## src/rtl/lt_pkg.sv

```systemverilog
package lt_pkg;

  typedef enum logic {
    STD_60 = 1'b0,
    STD_50 = 1'b1
  } std_e;

endpackage

```

## src/rtl/lt_line_phase.sv

```systemverilog
module lt_line_phase #(
  parameter int unsigned FRAC_BITS = 12,
  parameter int unsigned INC_W     = 24,
  parameter int unsigned RST_INC   = 8791293,
  localparam int unsigned LEN_W    = INC_W - FRAC_BITS + 1
) (
  input  logic             clk,
  input  logic             rst_n,
  input  logic [INC_W-1:0] inc_i,
  output logic             line_end_o,
  output logic [LEN_W-1:0] len_o
);

  localparam logic [INC_W:0] RST_SUM = (INC_W+1)'(RST_INC);

  logic [LEN_W-1:0]     cyc_q;
  logic [LEN_W-1:0]     len_q;
  logic [FRAC_BITS-1:0] frac_q;
  logic [INC_W:0]       sum;

  assign sum        = {{(INC_W+1-FRAC_BITS){1'b0}}, frac_q} + {1'b0, inc_i};
  assign line_end_o = (cyc_q == len_q - LEN_W'(1));
  assign len_o      = len_q;

  always_ff @(posedge clk or negedge rst_n) begin
    if (!rst_n) begin
      cyc_q  <= '0;
      len_q  <= RST_SUM[INC_W:FRAC_BITS];
      frac_q <= RST_SUM[FRAC_BITS-1:0];
    end else if (line_end_o) begin
      cyc_q  <= '0;
      len_q  <= sum[INC_W:FRAC_BITS];
      frac_q <= sum[FRAC_BITS-1:0];
    end else begin
      cyc_q  <= cyc_q + LEN_W'(1);
    end
  end

  // line length stays usable and the position never passes it
  assert_cyc_in_line_R2: assert property (@(posedge clk) disable iff (!rst_n)
    (len_q != '0) && (cyc_q < len_q))
    else $error("cycle position outside line");

  assert_restart_after_end_R3: assert property (@(posedge clk) disable iff (!rst_n)
    line_end_o |=> (cyc_q == '0) && !line_end_o)
    else $error("line did not restart");

endmodule

```

## src/rtl/lt_line_seq.sv

```systemverilog
module lt_line_seq #(
  parameter int unsigned LINE_W = 9
) (
  input  logic              clk,
  input  logic              rst_n,
  input  logic              line_end_i,
  input  logic [LINE_W-1:0] total_i,
  input  logic [LINE_W-1:0] vb_line_i,
  output logic [LINE_W-1:0] line_o,
  output logic              frame_end_o,
  output logic              vblank_o
);

  logic [LINE_W-1:0] line_q;
  logic [LINE_W-1:0] line_nxt;

  assign line_nxt    = line_q + LINE_W'(1);
  assign frame_end_o = line_end_i && (line_nxt == total_i);
  assign vblank_o    = line_end_i && (line_nxt == vb_line_i);
  assign line_o      = line_q;

  always_ff @(posedge clk or negedge rst_n) begin
    if (!rst_n)           line_q <= '0;
    else if (frame_end_o) line_q <= '0;
    else if (line_end_i)  line_q <= line_nxt;
  end

  assert_line_below_total_R4: assert property (@(posedge clk) disable iff (!rst_n)
    line_q < total_i)
    else $error("line index beyond frame total");

  assert_frame_wraps_R5: assert property (@(posedge clk) disable iff (!rst_n)
    frame_end_o |=> (line_q == '0))
    else $error("frame end did not wrap");

  assert_line_hold_R4: assert property (@(posedge clk) disable iff (!rst_n)
    !line_end_i |=> $stable(line_q))
    else $error("line index moved mid-line");

endmodule

```

## src/rtl/lt_audio_div.sv

```systemverilog
module lt_audio_div #(
  parameter int unsigned AUDIO_LINES = 32,
  localparam int unsigned AW = $clog2(AUDIO_LINES + 1)
) (
  input  logic clk,
  input  logic rst_n,
  input  logic line_end_i,
  output logic strobe_o
);

  localparam logic [AW-1:0] LAST = AW'(AUDIO_LINES - 1);

  logic [AW-1:0] cnt_q;

  assign strobe_o = line_end_i && (cnt_q == LAST);

  always_ff @(posedge clk or negedge rst_n) begin
    if (!rst_n)          cnt_q <= '0;
    else if (strobe_o)   cnt_q <= '0;
    else if (line_end_i) cnt_q <= cnt_q + AW'(1);
  end

  assert_audio_on_line_R9: assert property (@(posedge clk) disable iff (!rst_n)
    strobe_o |-> line_end_i)
    else $error("audio strobe off line boundary");

  assert_audio_restart_R7: assert property (@(posedge clk) disable iff (!rst_n)
    strobe_o |=> (cnt_q == '0))
    else $error("audio count not restarted");

endmodule

```

## src/rtl/line_timing_gen.sv

```systemverilog
module line_timing_gen #(
  parameter int unsigned FRAC_BITS   = 12,
  parameter int unsigned INC_W       = 24,
  parameter int unsigned INC_60      = 8791293,
  parameter int unsigned INC_50      = 8864320,
  parameter int unsigned LINES_60    = 263,
  parameter int unsigned LINES_50    = 313,
  parameter int unsigned VB_60       = 240,
  parameter int unsigned VB_50       = 256,
  parameter int unsigned AUDIO_LINES = 32,
  localparam int unsigned MAX_LINES  = (LINES_60 > LINES_50) ? LINES_60 : LINES_50,
  localparam int unsigned LINE_W     = $clog2(MAX_LINES + 1)
) (
  input  logic              clk,
  input  logic              rst_n,
  input  logic              std_sel,
  output logic              line_tick,
  output logic              vblank_start,
  output logic              frame_end,
  output logic              audio_upd,
  output logic [LINE_W-1:0] line_index,
  output logic              std_active
);
  import lt_pkg::*;

  localparam int unsigned LEN_W = INC_W - FRAC_BITS + 1;

  std_e              std_q;
  std_e              std_nxt;
  logic [INC_W-1:0]  inc;
  logic [LINE_W-1:0] total;
  logic [LINE_W-1:0] vb_line;
  logic              line_end;
  logic [LEN_W-1:0]  len_unused;

  // the increment for the next line follows the standard of the frame it belongs to
  assign std_nxt = frame_end ? std_e'(std_sel) : std_q;
  assign inc     = (std_nxt == STD_50) ? INC_W'(INC_50)     : INC_W'(INC_60);
  assign total   = (std_q == STD_50)   ? LINE_W'(LINES_50)  : LINE_W'(LINES_60);
  assign vb_line = (std_q == STD_50)   ? LINE_W'(VB_50)     : LINE_W'(VB_60);

  always_ff @(posedge clk or negedge rst_n) begin
    if (!rst_n) std_q <= STD_60;
    else        std_q <= std_nxt;
  end

  lt_line_phase #(
    .FRAC_BITS (FRAC_BITS),
    .INC_W     (INC_W),
    .RST_INC   (INC_60)
  ) u_phase (
    .clk        (clk),
    .rst_n      (rst_n),
    .inc_i      (inc),
    .line_end_o (line_end),
    .len_o      (len_unused)
  );

  lt_line_seq #(
    .LINE_W (LINE_W)
  ) u_seq (
    .clk         (clk),
    .rst_n       (rst_n),
    .line_end_i  (line_end),
    .total_i     (total),
    .vb_line_i   (vb_line),
    .line_o      (line_index),
    .frame_end_o (frame_end),
    .vblank_o    (vblank_start)
  );

  lt_audio_div #(
    .AUDIO_LINES (AUDIO_LINES)
  ) u_audio (
    .clk        (clk),
    .rst_n      (rst_n),
    .line_end_i (line_end),
    .strobe_o   (audio_upd)
  );

  assign line_tick  = line_end;
  assign std_active = std_q;

  assert_std_frame_only_R8: assert property (@(posedge clk) disable iff (!rst_n)
    !$past(frame_end) |-> $stable(std_active))
    else $error("standard changed away from frame end");

  assert_events_on_tick_R9: assert property (@(posedge clk) disable iff (!rst_n)
    (vblank_start || frame_end || audio_upd) |-> line_tick)
    else $error("event pulse without line tick");

  assert_vblank_not_frame_R6: assert property (@(posedge clk) disable iff (!rst_n)
    !(vblank_start && frame_end))
    else $error("vblank and frame end together");

  assert_tick_single_R3: assert property (@(posedge clk) disable iff (!rst_n)
    line_tick && (len_unused > LEN_W'(1)) |=> !line_tick)
    else $error("line tick longer than one cycle");

endmodule

```

## config.mk

```make
export PLATFORM = sky130hd
export DESIGN_NAME = line_timing_gen
export DESIGN_NICKNAME = d
export VERILOG_FILES = /design/src/rtl/lt_pkg.sv /design/src/rtl/lt_line_phase.sv /design/src/rtl/lt_line_seq.sv /design/src/rtl/lt_audio_div.sv /design/src/rtl/line_timing_gen.sv
export SDC_FILE = /design/constraint.sdc
export NUM_CORES = 1
export LEC_CHECK = 0
export CORE_MARGIN = 4
export CORE_UTILIZATION = 56
export DETAILED_ROUTE_END_ITERATION = 10
export GPL_ROUTABILITY_DRIVEN = 1
export HOLD_SLACK_MARGIN = 0.05
export PLACE_DENSITY = 0.77
export SLEW_MARGIN = 20
export SYNTH_ARGS = -nofsm -noshare
export SYNTH_HDL_FRONTEND = slang
export SYNTH_HIERARCHICAL = 1
export SYNTH_SLANG_ARGS = --single-unit
```

## constraint.sdc

```tcl
create_clock -name clk -period 6.4 [get_ports clk]
set_input_delay 0.64 -clock clk [delete_from_list [all_inputs] [get_ports clk]]
set_output_delay 0.64 -clock clk [all_outputs]
set_load 0.005 [all_outputs]
```

==> flow_summary.yaml <==
outcome:
  status: "finished, final reports clean"
placement:
  io_buffers: 16
  gp_congestion: 0.905
  dp_hpwl_um: 5740
  dp_slack_ps: 730
worst_setup_path:
  r2r_end: "u_phase/frac_q[9]$_DFFE_PN0N_"
  endpoint_kind: "register"
  critPathTopFamily: "simple AND/OR/NAND/NOR gates"
  cp.required_ps: 6600
  critPathMaxFanout: 10
  cp-start-kind: "register"
  r2r_start: "u_phase/len_o[2]$_DFFE_PN0N_"
  cp_slowest_cell: "a2111oi_0"
  reg2reg_slack_ps: 710
  worstPathArrival_ps: 5890
  crit_chain: "or4_4 > or4_4 > xor2_1 > nor2_1 > a21oi_1 > nand4b_4 > inv_1 > o221ai_1 > nor4_2 > nand4_2 > nor3_4 > buf_4 > mux2i_1 > buf_4 > ha_1 > a21oi_1 > nand2_1 > a2111oi_0 > o21ai_0 > xor2_1 > mux2_4"
  criticalPathCategory: "reg2reg"
  r2r_cells: 21
  worst-path-stages: 21
  critPathBufInv: 3
  slowest_delay_ps: 710
cells_and_area:
  layout_common_cells: "conb_1, xnor2_1, dfrtp_1"
  final_util_pct: 63.8
  num_antenna_cells: 0
  syn_to_final_growth_pct: 11.2
  drive_gt1_share_pct: 14.1
  final_common_cell: "conb_1"
  n_fill_cell: 632
  nets: 495
sta:
  fmax_ghz: 0.176
  timing.final.max_slew_violations: 0
  min_period_ps: 5690
  fin_crit_sh_pct: 88.9
  hold_viol_final: 0
  worst_slack_ps: 713
  rsz0062_at_grt: "no"
  finalSetupViolCount: 0
  max-slew-margin-rel_pct: 42.7
  tightest_slew_ps: 853
  tns_ps: 0
  fin_worst_skew_ps: 5.19
clock_network:
  cts_buffer_depth: 2
  post_cts_resized: 0
  cts.clk_slew.worst_paths_ps: 100
  worstSkewPairLatency_ps: 310
  post_cts_buffers: 0
  root_buffer: "clkbuf_8"
  numCtsBuffers: 5
  cts_tree: "done"
  ctsHtreeMaxLevel: 2
  hold_buffers: 0
  cts.sinks: 54
floorplanning:
  core_area_mm2: 0.00721
  row_count: 31
  initial_core_util_pct: 57.4
  top_level_ports: 17
  die_area_mm2: 0.00883
  die_y_um: 94.0
  dieWidth_um: 94.0
grt:
  overflow: 0
  grt_pass1_wl_um: 14000
  grt_pass1_vias: 3071
  grt_use_total_pct: 19.6
  grt_max_degree: 55
  antenna_found_initial: 0
power:
  p_leak_nw: 2.06
  powerDensity_mw_per_mm2: 182
  ir_drop_mv: 0.122
synthesis:
  synth_ff_type: "dfrtp_1"
  avgSynthCellArea_um2: 9.97
  netlist_area_mm2: 0.00414
  ys_ff_latch: 54
  yosysWarnings: 6
  synth-xor-area-share_pct: 16.9
  ys_seq_area_share_pct: 33.0
  yosys.cell_types.count: 66
  synth_top_family_by_area: "simple AND/OR/NAND/NOR gates"
  synth.mux.area_fraction_pct: 10.6
  async_flop_share_pct: 100
  synthAdderAreaFrac_pct: 5.32
  yosys.area_share.simple_pct: 20.7
  synth_edf_count: 0
  synth_compound_gate_area_share_pct: 9.86
  synthCells: 415
detailed_routing:
  drt-initial-drc-count: 132
  post_drt_via_cell_ratio: 5.37
  wl_met3_um: 288
  wl_met2_um: 3800
  dr.max_layer_used: "met4"
  wl_met1_um: 3740
  drc: 0
  wl_per_cell_um: 13.9
  drtPass1Iterations: 4
  wl_um: 7990
  drtAntennaViolNets: 0
  dr_total_vias: 3086
min_path:
  worstHoldPathType: "in2async"
job:
  maxCapViolCount: 0
cell families (layout without fill, tap and decap cells):
group / after synthesis / in the layout
flops: 54 / 54
xor+xnor: 79 / 79
mux: 32 / 32
simple gates: 151 / 151
fa+ha+maj: 17 / 17
other cells: 2 / 48
buf+inv: 22 / 37
compound gates: 58 / 58
Yosys cell counts, types with 2 or more instances:
| cell type | count | area (um2) |
|---|---|---|
| dfstp_2 | 12 | 315 |
| buf_2 | 4 | 20.0 |
| nand2_2 | 2 | 12.5 |
| o21ai_1 | 2 | 10.0 |
| buf_4 | 3 | 22.5 |
| or4_4 | 2 | 22.5 |
| nand4_1 | 8 | 50.1 |
| inv_1 | 8 | 30.0 |
| buf_6 | 4 | 45.0 |
| ha_1 | 16 | 200 |
| nand2b_1 | 4 | 25.0 |
| nand2_1 | 22 | 82.6 |
| xor2_1 | 34 | 298 |
| a21o_1 | 3 | 22.5 |
| nand3_1 | 19 | 95.1 |
| nor2b_1 | 8 | 50.1 |
| dfrtp_1 | 42 | 1050 |
| mux2_2 | 2 | 22.5 |
| nor2_1 | 34 | 128 |
| a211o_1 | 2 | 17.5 |
| a211oi_1 | 5 | 37.5 |
| nand3_2 | 2 | 20.0 |
| mux2_4 | 23 | 345 |
| clkbuf_1 | 2 | 7.51 |
| or3_1 | 2 | 12.5 |
| nor2_2 | 2 | 12.5 |
| and3_1 | 7 | 43.8 |
| mux2i_1 | 7 | 70.1 |
| and4_1 | 3 | 26.3 |
| o31ai_1 | 3 | 22.5 |
| a31oi_1 | 2 | 12.5 |
| and2_1 | 13 | 81.3 |
| xnor2_1 | 44 | 385 |
| nor3_1 | 5 | 25.0 |
| o311ai_1 | 2 | 17.5 |
| nor4_1 | 4 | 25.0 |
| or4_1 | 2 | 15.0 |
| nor3b_1 | 2 | 15.0 |
| conb_1 | 2 | 7.51 |
| a21oi_1 | 17 | 85.1 |
| o21ai_0 | 10 | 50.1 |
through the flow:
step                instances  area (um2)  hold slack [ps]  power (W)
finish                    575        4600              448   0.000839
global placement          567        4520              486   0.000644
CTS                       575        4600              473   0.000847
global route              575        4600              515   0.000891
floorplan                 461        4310              344   0.000604
detailed placement        567        4520              486   0.000652
worst max-delay path by stage:
stage                                                to  slack, ps                    startpoint
final                     u_phase/frac_q[9]$_DFFE_PN0N_        710  u_phase/len_o[2]$_DFFE_PN0N_
after floorplan           u_phase/frac_q[9]$_DFFE_PN0N_         30  u_phase/len_o[0]$_DFFE_PN0N_
after global placement     u_phase/len_o[0]$_DFFE_PN0N_        850  u_phase/len_o[2]$_DFFE_PN0N_
after detailed placement  u_phase/frac_q[9]$_DFFE_PN0N_        730  u_phase/len_o[0]$_DFFE_PN0N_
after CTS                 u_phase/frac_q[9]$_DFFE_PN0N_        720  u_phase/len_o[0]$_DFFE_PN0N_
after global routing      u_phase/frac_q[9]$_DFFE_PN0N_        360  u_phase/len_o[2]$_DFFE_PN0N_
flip-flops by register name (all words and copies together), names as in the netlist:
register and cells:
u_phase/frac_q 12, u_phase/len_o 13, u_phase/cyc_q 13, u_seq/line_o 9, std_active 1, u_audio/cnt_q 6
cell type report:
class	count	area, um2	share of cell area, %
Multi-Input combinational cell	385	2800	60.9
Clock buffer	6	72.6	1.58
Tap cell	99	124	2.69
Inverter	8	30.0	0.652
Timing Repair Buffer	21	193	4.19
Clock inverter	2	13.8	0.299
Sequential cell	54	1370	29.7
power by group:
part	switching, W	internal, W
combinational	0.000112	0.000115
sequential	0.0000503	0.000372
clock	0.000112	0.0000775
total	0.000274	0.000564
routing by layer:
metal / vias up / track usage, %
met4: 0 / 7.10
met1: 1464 / 25.3
met2: 69 / 32.9
li1: 1539 / -
met5: - / 0
met3: 14 / 3.45
Power figures use the tool's default switching activity.
